[config.mk]
export PLATFORM = sky130hd
export DESIGN_NAME = mul16_cfg_top
export DESIGN_NICKNAME = d
export VERILOG_FILES = /design/src/rtl/mulcfg_pkg.sv /design/src/rtl/mulcfg_operand_reg.sv /design/src/rtl/mulcfg_core.sv /design/src/rtl/mulcfg_result_stage.sv /design/src/rtl/mul16_cfg_top.sv
export SDC_FILE = /design/constraint.sdc
export NUM_CORES = 1
export LEC_CHECK = 0
export BUFFER_PORTS_ARGS = -buffer_cell sky130_fd_sc_hd__buf_2
export CAP_MARGIN = 10
export CORE_UTILIZATION = 55
export DETAILED_ROUTE_END_ITERATION = 12
export GPL_TIMING_DRIVEN = 0
export PLACE_DENSITY = 0.72
export RECOVER_POWER = 50
export SKIP_CTS_REPAIR_TIMING = 1
export SYNTH_ARGS = -nofsm -noshare
export SYNTH_HDL_FRONTEND = slang
export SYNTH_SLANG_ARGS = --single-unit
[constraint.sdc]
create_clock -name clk -period 13.85 [get_ports clk]
set_input_delay 2.77 -clock clk [delete_from_list [all_inputs] [get_ports clk]]
set_output_delay 2.77 -clock clk [all_outputs]
set_load 0.01 [all_outputs]
[src/rtl/mulcfg_pkg.sv]
package mulcfg_pkg;

    parameter int unsigned OP_W  = 16;
    localparam int unsigned RES_W = 2 * OP_W;
    localparam int unsigned EXT_W = OP_W + 1;

    typedef struct packed {
        logic            is_signed;
        logic [OP_W-1:0] val;
    } operand_t;

    typedef struct packed {
        logic [OP_W-1:0] hi;
        logic [OP_W-1:0] lo;
    } result_t;

    localparam logic [RES_W-1:0] ROUND_INC = RES_W'(1) << (OP_W - 1);

    // Widen an operand by one bit, sign or zero filled per its flag.
    function automatic logic [EXT_W-1:0] widen(operand_t o);
        return {o.is_signed & o.val[OP_W-1], o.val};
    endfunction

    // Arrange a raw product into one of the two output layouts.
    function automatic result_t arrange(logic [RES_W-1:0] p, logic full);
        result_t r;
        if (full) begin
            r = result_t'(p);
        end else begin
            r = result_t'({p[RES_W-2:OP_W-1], p[RES_W-1], p[OP_W-2:0]});
        end
        return r;
    endfunction

endpackage

[src/rtl/mulcfg_operand_reg.sv]
module mulcfg_operand_reg
    import mulcfg_pkg::*;
(
    input  logic            clk,
    input  logic            rst,
    input  logic            hold,
    input  logic [OP_W-1:0] d_val,
    input  logic            d_sgn,
    output operand_t        q
);

    always_ff @(posedge clk) begin
        if (rst) begin
            q <= '0;
        end else if (!hold) begin
            q.val       <= d_val;
            q.is_signed <= d_sgn;
        end
    end

    // holding freezes the register
    a_r1_operand_hold: assert property (@(posedge clk) disable iff (rst)
        hold |=> $stable(q));

    // a load takes the presented data and flag
    a_r2_operand_load: assert property (@(posedge clk) disable iff (rst)
        !hold |=> (q.val == $past(d_val) && q.is_signed == $past(d_sgn)));

endmodule

[src/rtl/mulcfg_core.sv]
module mulcfg_core
    import mulcfg_pkg::*;
(
    input  logic     clk,
    input  logic     rst,
    input  logic     hold_a,
    input  logic     hold_b,
    input  logic     round_in,
    input  logic     full_fmt,
    input  operand_t op_a,
    input  operand_t op_b,
    output result_t  fmt_out
);

    logic                      rnd_q;
    logic signed [EXT_W-1:0]   ext_a;
    logic signed [EXT_W-1:0]   ext_b;
    logic signed [2*EXT_W-1:0] prod_wide;
    logic [RES_W-1:0]          prod;
    result_t                   laid_out;

    always_ff @(posedge clk) begin
        if (rst) begin
            rnd_q <= 1'b0;
        end else if (!(hold_a && hold_b)) begin
            rnd_q <= round_in;
        end
    end

    always_comb begin
        ext_a     = $signed(widen(op_a));
        ext_b     = $signed(widen(op_b));
        prod_wide = ext_a * ext_b;
        prod      = prod_wide[RES_W-1:0];
        laid_out  = arrange(prod, full_fmt);
        fmt_out   = result_t'(laid_out + (rnd_q ? ROUND_INC : '0));
    end

    // round request is frozen while both operand registers hold
    a_r4_round_hold: assert property (@(posedge clk) disable iff (rst)
        (hold_a && hold_b) |=> $stable(rnd_q));

    a_r4_round_load: assert property (@(posedge clk) disable iff (rst)
        !(hold_a && hold_b) |=> (rnd_q == $past(round_in)));

endmodule

[src/rtl/mulcfg_result_stage.sv]
module mulcfg_result_stage
    import mulcfg_pkg::*;
(
    input  logic            clk,
    input  logic            rst,
    input  logic            hold,
    input  logic            bypass,
    input  logic            sel_lo,
    input  logic            oe_hi_n,
    input  logic            oe_lo_n,
    input  result_t         fmt_in,
    output logic [OP_W-1:0] msp_out,
    output logic            msp_valid,
    output logic [OP_W-1:0] lsp_out,
    output logic            lsp_valid,
    output logic            msb_out,
    output logic            msb_out_n
);

    result_t res_q;
    result_t shown;

    always_ff @(posedge clk) begin
        if (rst) begin
            res_q <= '0;
        end else if (!hold) begin
            res_q <= fmt_in;
        end
    end

    always_comb begin
        shown     = (bypass && !hold) ? fmt_in : res_q;
        msp_valid = !oe_hi_n;
        lsp_valid = !oe_lo_n;
        msp_out   = oe_hi_n ? '0 : (sel_lo ? shown.lo : shown.hi);
        lsp_out   = oe_lo_n ? '0 : shown.lo;
        msb_out   = shown.hi[OP_W-1];
        msb_out_n = ~shown.hi[OP_W-1];
    end

    // result register holds and loads
    a_r8_result_hold: assert property (@(posedge clk) disable iff (rst)
        hold |=> $stable(res_q));

    a_r8_result_load: assert property (@(posedge clk) disable iff (rst)
        !hold |=> (res_q == $past(fmt_in)));

    // a disabled port reads zero and invalid
    a_r11_oe_gate: assert property (@(posedge clk) disable iff (rst)
        oe_hi_n |-> (msp_out == '0 && !msp_valid));

    // with both ports on and lower half selected, both ports agree
    a_r10_sel_lo: assert property (@(posedge clk) disable iff (rst)
        (!oe_hi_n && !oe_lo_n && sel_lo) |-> (msp_out == lsp_out));

endmodule

[src/rtl/mul16_cfg_top.sv]
module mul16_cfg_top
    import mulcfg_pkg::*;
(
    input  logic            clk,
    input  logic            rst,
    input  logic [OP_W-1:0] a_in,
    input  logic            a_signed,
    input  logic            hold_a,
    input  logic [OP_W-1:0] b_in,
    input  logic            b_signed,
    input  logic            hold_b,
    input  logic            round_en,
    input  logic            full_fmt,
    input  logic            hold_res,
    input  logic            bypass,
    input  logic            msp_sel_lo,
    input  logic            oe_msp_n,
    input  logic            oe_lsp_n,
    output logic [OP_W-1:0] msp_out,
    output logic            msp_valid,
    output logic [OP_W-1:0] lsp_out,
    output logic            lsp_valid,
    output logic            msb_out,
    output logic            msb_out_n
);

    localparam int unsigned N_OPS = 2;

    logic [N_OPS-1:0]           hold_v;
    logic [N_OPS-1:0]           sgn_v;
    logic [N_OPS-1:0][OP_W-1:0] val_v;
    operand_t                   ops [N_OPS];
    result_t                    fmt;

    assign hold_v = {hold_b, hold_a};
    assign sgn_v  = {b_signed, a_signed};
    assign val_v  = {b_in, a_in};

    generate
        for (genvar i = 0; i < N_OPS; i++) begin : g_op
            mulcfg_operand_reg u_reg (
                .clk   (clk),
                .rst   (rst),
                .hold  (hold_v[i]),
                .d_val (val_v[i]),
                .d_sgn (sgn_v[i]),
                .q     (ops[i])
            );
        end
    endgenerate

    mulcfg_core u_core (
        .clk      (clk),
        .rst      (rst),
        .hold_a   (hold_a),
        .hold_b   (hold_b),
        .round_in (round_en),
        .full_fmt (full_fmt),
        .op_a     (ops[0]),
        .op_b     (ops[1]),
        .fmt_out  (fmt)
    );

    mulcfg_result_stage u_res (
        .clk       (clk),
        .rst       (rst),
        .hold      (hold_res),
        .bypass    (bypass),
        .sel_lo    (msp_sel_lo),
        .oe_hi_n   (oe_msp_n),
        .oe_lo_n   (oe_lsp_n),
        .fmt_in    (fmt),
        .msp_out   (msp_out),
        .msp_valid (msp_valid),
        .lsp_out   (lsp_out),
        .lsp_valid (lsp_valid),
        .msb_out   (msb_out),
        .msb_out_n (msb_out_n)
    );

    // true and inverted MSB never agree
    a_r12_msb_pair: assert property (@(posedge clk) disable iff (rst)
        msb_out != msb_out_n);

endmodule

### Yosys cells after proc, flatten, opt, wreduce, memory -nomap -nowiden

Cells that the tools add are included.

* register bits: 67
* logic and storage cells: 23

* add/sub/neg operators: 1
* multiply operators: 1
* muxes and demuxes: 6
* bitwise gates (word level): 3
* reduce and logical (&&, ||, !) cells: 5

Operator list (count)
* $mux W16: 4
* $mux W32: 2
* $add A32 B32 Y32: 1
* $mul A17 B17 Y32: 1
* $logic_not A1 Y1: 3
* $and A1 B1 Y1: 2
* $logic_and A1 B1 Y1: 2
* $not A1 Y1: 1

### Logic depth before layout (Yosys ltp)

* word-level depth: 7
* mapped depth: 38
* gate-level depth less buffers: 35

### Modules after synthesis

From an unflattened synthesis, not the netlist that was laid out.

* cell total of the unflattened synthesis: 1643
* area, all modules: 14915.6 µm²

By module, submodules not included
* mulcfg_core: instances 1, cells an instance 1340, area each 11887.7 µm², sequential area each 20.0 µm²
* mulcfg_result_stage: instances 1, cells an instance 193, area each 1799.2 µm², sequential area each 640.6 µm²
* mulcfg_operand_reg: instances 2, cells an instance 55, area each 614.3 µm², sequential area each 340.3 µm²

### Worst setup path after synthesis

OpenSTA, ideal clock, no wires.

* kind: register to output
* start point: register g_op[0].u_reg.q[15] (netlist bit)
* end point: output port msp_out[13]
* arrival time: 8042 ps
* slack: 3038 ps
* cell stages (with the launch flop): 34
* buffers on the path: 3
* cells stage by stage: dfxtp_1 > clkbuf_1 > and2_1 > clkbuf_1 > nand2_1 > inv_1 > fa_1 > inv_1 > fa_1 > inv_1 > fa_1 > fa_1 > fa_1 > fa_1 > ha_1 > clkbuf_1 > and4_1 > nand2_1 > o31a_1 > a311oi_2 > a21oi_1 > inv_1 > a21oi_1 > xnor2_1 > a21o_1 > ha_1 > ha_1 > inv_1 > nor3_2 > nand4_2 > nor3_2 > nor4b_1 > nor4_1 > o21ai_0

* word-level cells in the longest chain between the ends: 7

Ends and longest elaborated chain
* start, declared: RTL line mulcfg_operand_reg.sv:9 `output operand_t q`
* $and A1 B1 Y1: RTL line mulcfg_pkg.sv:21 `return {o.is_signed & o.val[OP_W-1], o.val};`
* $mul A17 B17 Y32 *: RTL line mulcfg_core.sv:33 `prod_wide = ext_a * ext_b;`
* $mux W32 *: RTL line mulcfg_pkg.sv:27 `if (full) begin`
* $add A32 B32 Y32 *: RTL line mulcfg_core.sv:36 `fmt_out = result_t'(laid_out + (rnd_q ? ROUND_INC : '0));`
* $mux W32 *: RTL line mulcfg_result_stage.sv:32 `shown = (bypass && !hold) ? fmt_in : res_q;`
* $mux W16 * (2 in series): RTL line mulcfg_result_stage.sv:35 `msp_out = oe_hi_n ? '0 : (sel_lo ? shown.lo : shown.hi);`
* end, declared: RTL line mul16_cfg_top.sv:19 `output logic [OP_W-1:0] msp_out,`

Every way passes the cells marked *; elsewhere a longest branch is shown, timed or not.

### Worst setup path in the final report

* start point: register g_op[0].u_reg.q[16] (netlist bit)
* end point: output port msp_out[13]

* word-level cells in the longest chain between the ends: 7

Ends and longest elaborated chain (RTL line)
* $and A1 B1 Y1: mulcfg_pkg.sv:21
* $mul A17 B17 Y32: mulcfg_core.sv:33
* $mux W32: mulcfg_pkg.sv:27
* $add A32 B32 Y32: mulcfg_core.sv:36
* $mux W32: mulcfg_result_stage.sv:32
* $mux W16 (2 in series): mulcfg_result_stage.sv:35

No other way between the ends.

==> results_dict.tcl <==
set metrics [dict create \
    rsz0062_at_grt "false" \
    p_sw_share_pct 45.9 \
    drv_cap 0 \
    vias 12200 \
    drt_first_pass_iters 5 \
    critPathRequiredTime_ns 11.08 \
    cp_max_fo 10 \
    rows 59 \
    synth_adder_area_share_pct 45.2 \
    preCtsSetupSlack_ns 1.54 \
    cts_tree "done" \
    place_congestion 0.964 \
    power_uw 942 \
    ys_types 76 \
    synthTopCellsByArea "fa_1 38%, dfxtp_1 9.1%, inv_1 8.2%" \
    path_clk_slew_ns 0.06 \
    wirelength_um 42100 \
    critPathMostFrequentCell "fa_1" \
    dp_hpwl_um 34600 \
    syn_area_sq_um 14800 \
    synthMuxAreaShare_pct 4.49 \
    final_cell_mix "322 x inv_1, 282 x fa_1, 201 x nand2_1" \
    pwr-share-clk_pct 23.1 \
    cp-end-kind "primary output" \
    grt_pass1_vias 12600 \
    dieArea_sq_um 27600 \
    cpMaxStageDelayCell "fa_1" \
    die_x_um 166 \
    p_sw_uw 432 \
    place_area_sq_um 15600 \
    root_buffer "clkbuf_16" \
    fin_hold_ws_ns 0.463 \
    htreeDepth 3 \
    fin_area_sq_um 15900 \
    yosysWarnings 0 \
    drv_slew 0 \
    antenna_found_initial 0 \
    worstMarginPinSlew_ns 0.978 \
    yosysTopAreaCellShare_pct 38.1 \
    wl_per_cell_um 19.7 \
    netlist_instances 1711 \
    fmax_mhz 78.3 \
    initial_utilization_pct 56.5 \
    clkSinkCount 67 \
    grt_pass1_wl_um 68400 \
    dieHeight_um 166 \
    dp_cells 2120 \
    io_buffers 74 \
    clk_path_buf_depth 2 \
    fin_util_pct 60.6 \
    clock_latency_ns 0.34 \
    postSynthAreaPerCell_sq_um 8.66 \
    placeableCoreArea_sq_um 26200 \
    seq_area_frac_synth_pct 9.06 \
    p_comb_share_pct 52.7 \
    synthSimpleGateAreaFrac_pct 17.9 \
    grt_usage_pct 31.9 \
    fin_tns_setup_ns 0 \
    synth_area_leader_cell "fa_1" \
    synthArstFlopShare_pct 0 \
    p_seq_share_pct 24.2 \
    cellLeakagePower_nw 7.80 \
    peakVddDrop_v 0.0000814 \
    hold_viol_final 0 \
    cpPeakStageDelay_ns 0.93 \
    synth-seq-cells 67 \
    synth_top_family_by_area "adder cells" \
    drt_iter0_markers 953 \
    cts_buffers 9 \
    viasPerCell 5.71 \
    slew_headroom_pct 34.8 \
    drive_above_1_share_pct 7.33 \
    synth_nets 2122 \
    final_common_cell "inv_1" \
    hold_path_class "reg2reg" \
    synth-compound-area-share_pct 10.0 \
    pin_count 81 \
    p_int_uw 510 \
    clock_skew_ns 0.00755 \
    status "complete, no violations" \
    yosys_most_used_dff "dfxtp_1" \
    post-route-period-util_pct 92.2 \
    synth_edf_count 0 \
    powerDensity_nw_per_um2 59.4 \
    fin_cells 2137 \
    setup_slack_ns 1.08 \
    final_net_count 2207 \
    worstSetupStartpointType "flop" \
    cp_data_arrival_time_ns 10.00 \
    crit_type "reg2out" \
    period_needed_ns 12.77 \
    antenna_left 0 \
    syn_to_final_growth_pct 7.18 \
    finalSetupViolCount 0 \
    grt_overflow 0 \
    drc_errors 0 \
    synth_xor_area_share_pct 2.74 \
    grt_max_degree 14 \
]
==> synthesized netlist by cell type (4+ instances only) <==
cell / count
a211oi_1: 17
dfxtp_1: 67
o21ai_1: 7
nand2_1: 201
xor2_1: 8
fa_1: 282
nand4_1: 6
o211ai_1: 11
and2_1: 125
clkbuf_1: 76
a31oi_1: 6
nor2_1: 130
o21ai_0: 20
nor3_1: 20
nand3b_1: 4
a21oi_1: 57
a21o_1: 11
o22ai_1: 4
nor2b_1: 6
buf_2: 6
ha_1: 84
inv_1: 322
or2_2: 7
o21bai_1: 8
a41oi_1: 5
buf_1: 5
and3_1: 11
nor4_1: 7
or3_1: 5
xnor2_1: 29
nand3_1: 13
o21a_1: 8
mux2i_1: 63
==> layer usage <==
metal / up-vias / wire length, um / global-route usage (%)
li1: 5502 / - / -
met1: 6111 / 17800 / 43.2
met2: 508 / 20000 / 52.7
met3: 81 / 2970 / 4.31
met4: 0 / 1350 / 11.1
met5: - / 0 / 0
==> power groups by stage <==
stage	Sequential, mW	Clock, mW	Combinational (mW)
6_report	0.228	0.218	0.496
5_1_grt	0.229	0.228	0.548
4_1_cts	0.227	0.220	0.490
2_1_floorplan	0.221	0	0.343
3_3_place_gp	0.231	0	0.478
3_5_place_dp	0.231	0	0.482
==> layout make-up <==
class                   instances  area, sq um
diodes                          1         2.50
plain buffers                  90          357
clock buffers                   9          225
clock inverters                 7         51.3
fillers                      2297        10300
inverters                     323         1210
multi-input cells            1231        11900
flip-flops and latches         67         1340
well taps                     335          419
repair buffers                 74          369
==> kinds of logic (layout without fill, tap and decap cells) <==
| group | count (synthesis) | count (layout) |
|---|---|---|
| fa+ha+maj | 366 | 366 |
| flops | 67 | 67 |
| simple gates | 553 | 553 |
| buf+inv | 413 | 503 |
| mux | 66 | 66 |
| other cells | 0 | 1 |
| compound gates | 204 | 204 |
| xor+xnor | 42 | 42 |
==> worst max-delay path: cells and delay by family (launching register included) <==
family | cells | cell delay (ns)
and+or+nand+nor | 9 | 2.30
DFF | 1 | 0.31
xor gates and xnor gates | 1 | 0.22
AOI/OAI and AO/OA | 6 | 1.19
buffers and inverters | 9 | 1.47
adders and majority gates | 9 | 4.17
==> sequential cells by signal (all words and copies together) (netlist names) <==
name and count:
g_op.u_reg.q 34, u_res.res_q 32, u_core.rnd_q 1
==> final timing paths <==
| kind | slack, ns | endpoint | cells past startpoint | startpoint |
|---|---|---|---|---|
| worst max-delay path | 1.08 | msp_out[13] | 34 | g_op[0].u_reg.q[16]$_SDFFE_PP0N_ |
| worst min register to register | 0.46 | u_res.res_q[22]$_SDFFE_PP0N_ | 2 | u_res.res_q[22]$_SDFFE_PP0N_ |
| worst max register to register | 4.01 | u_res.res_q[29]$_SDFFE_PP0N_ | 33 | g_op[0].u_reg.q[16]$_SDFFE_PP0N_ |
| worst min-delay path | 0.46 | u_res.res_q[22]$_SDFFE_PP0N_ | 2 | u_res.res_q[22]$_SDFFE_PP0N_ |
Power figures use the tool's default switching activity.
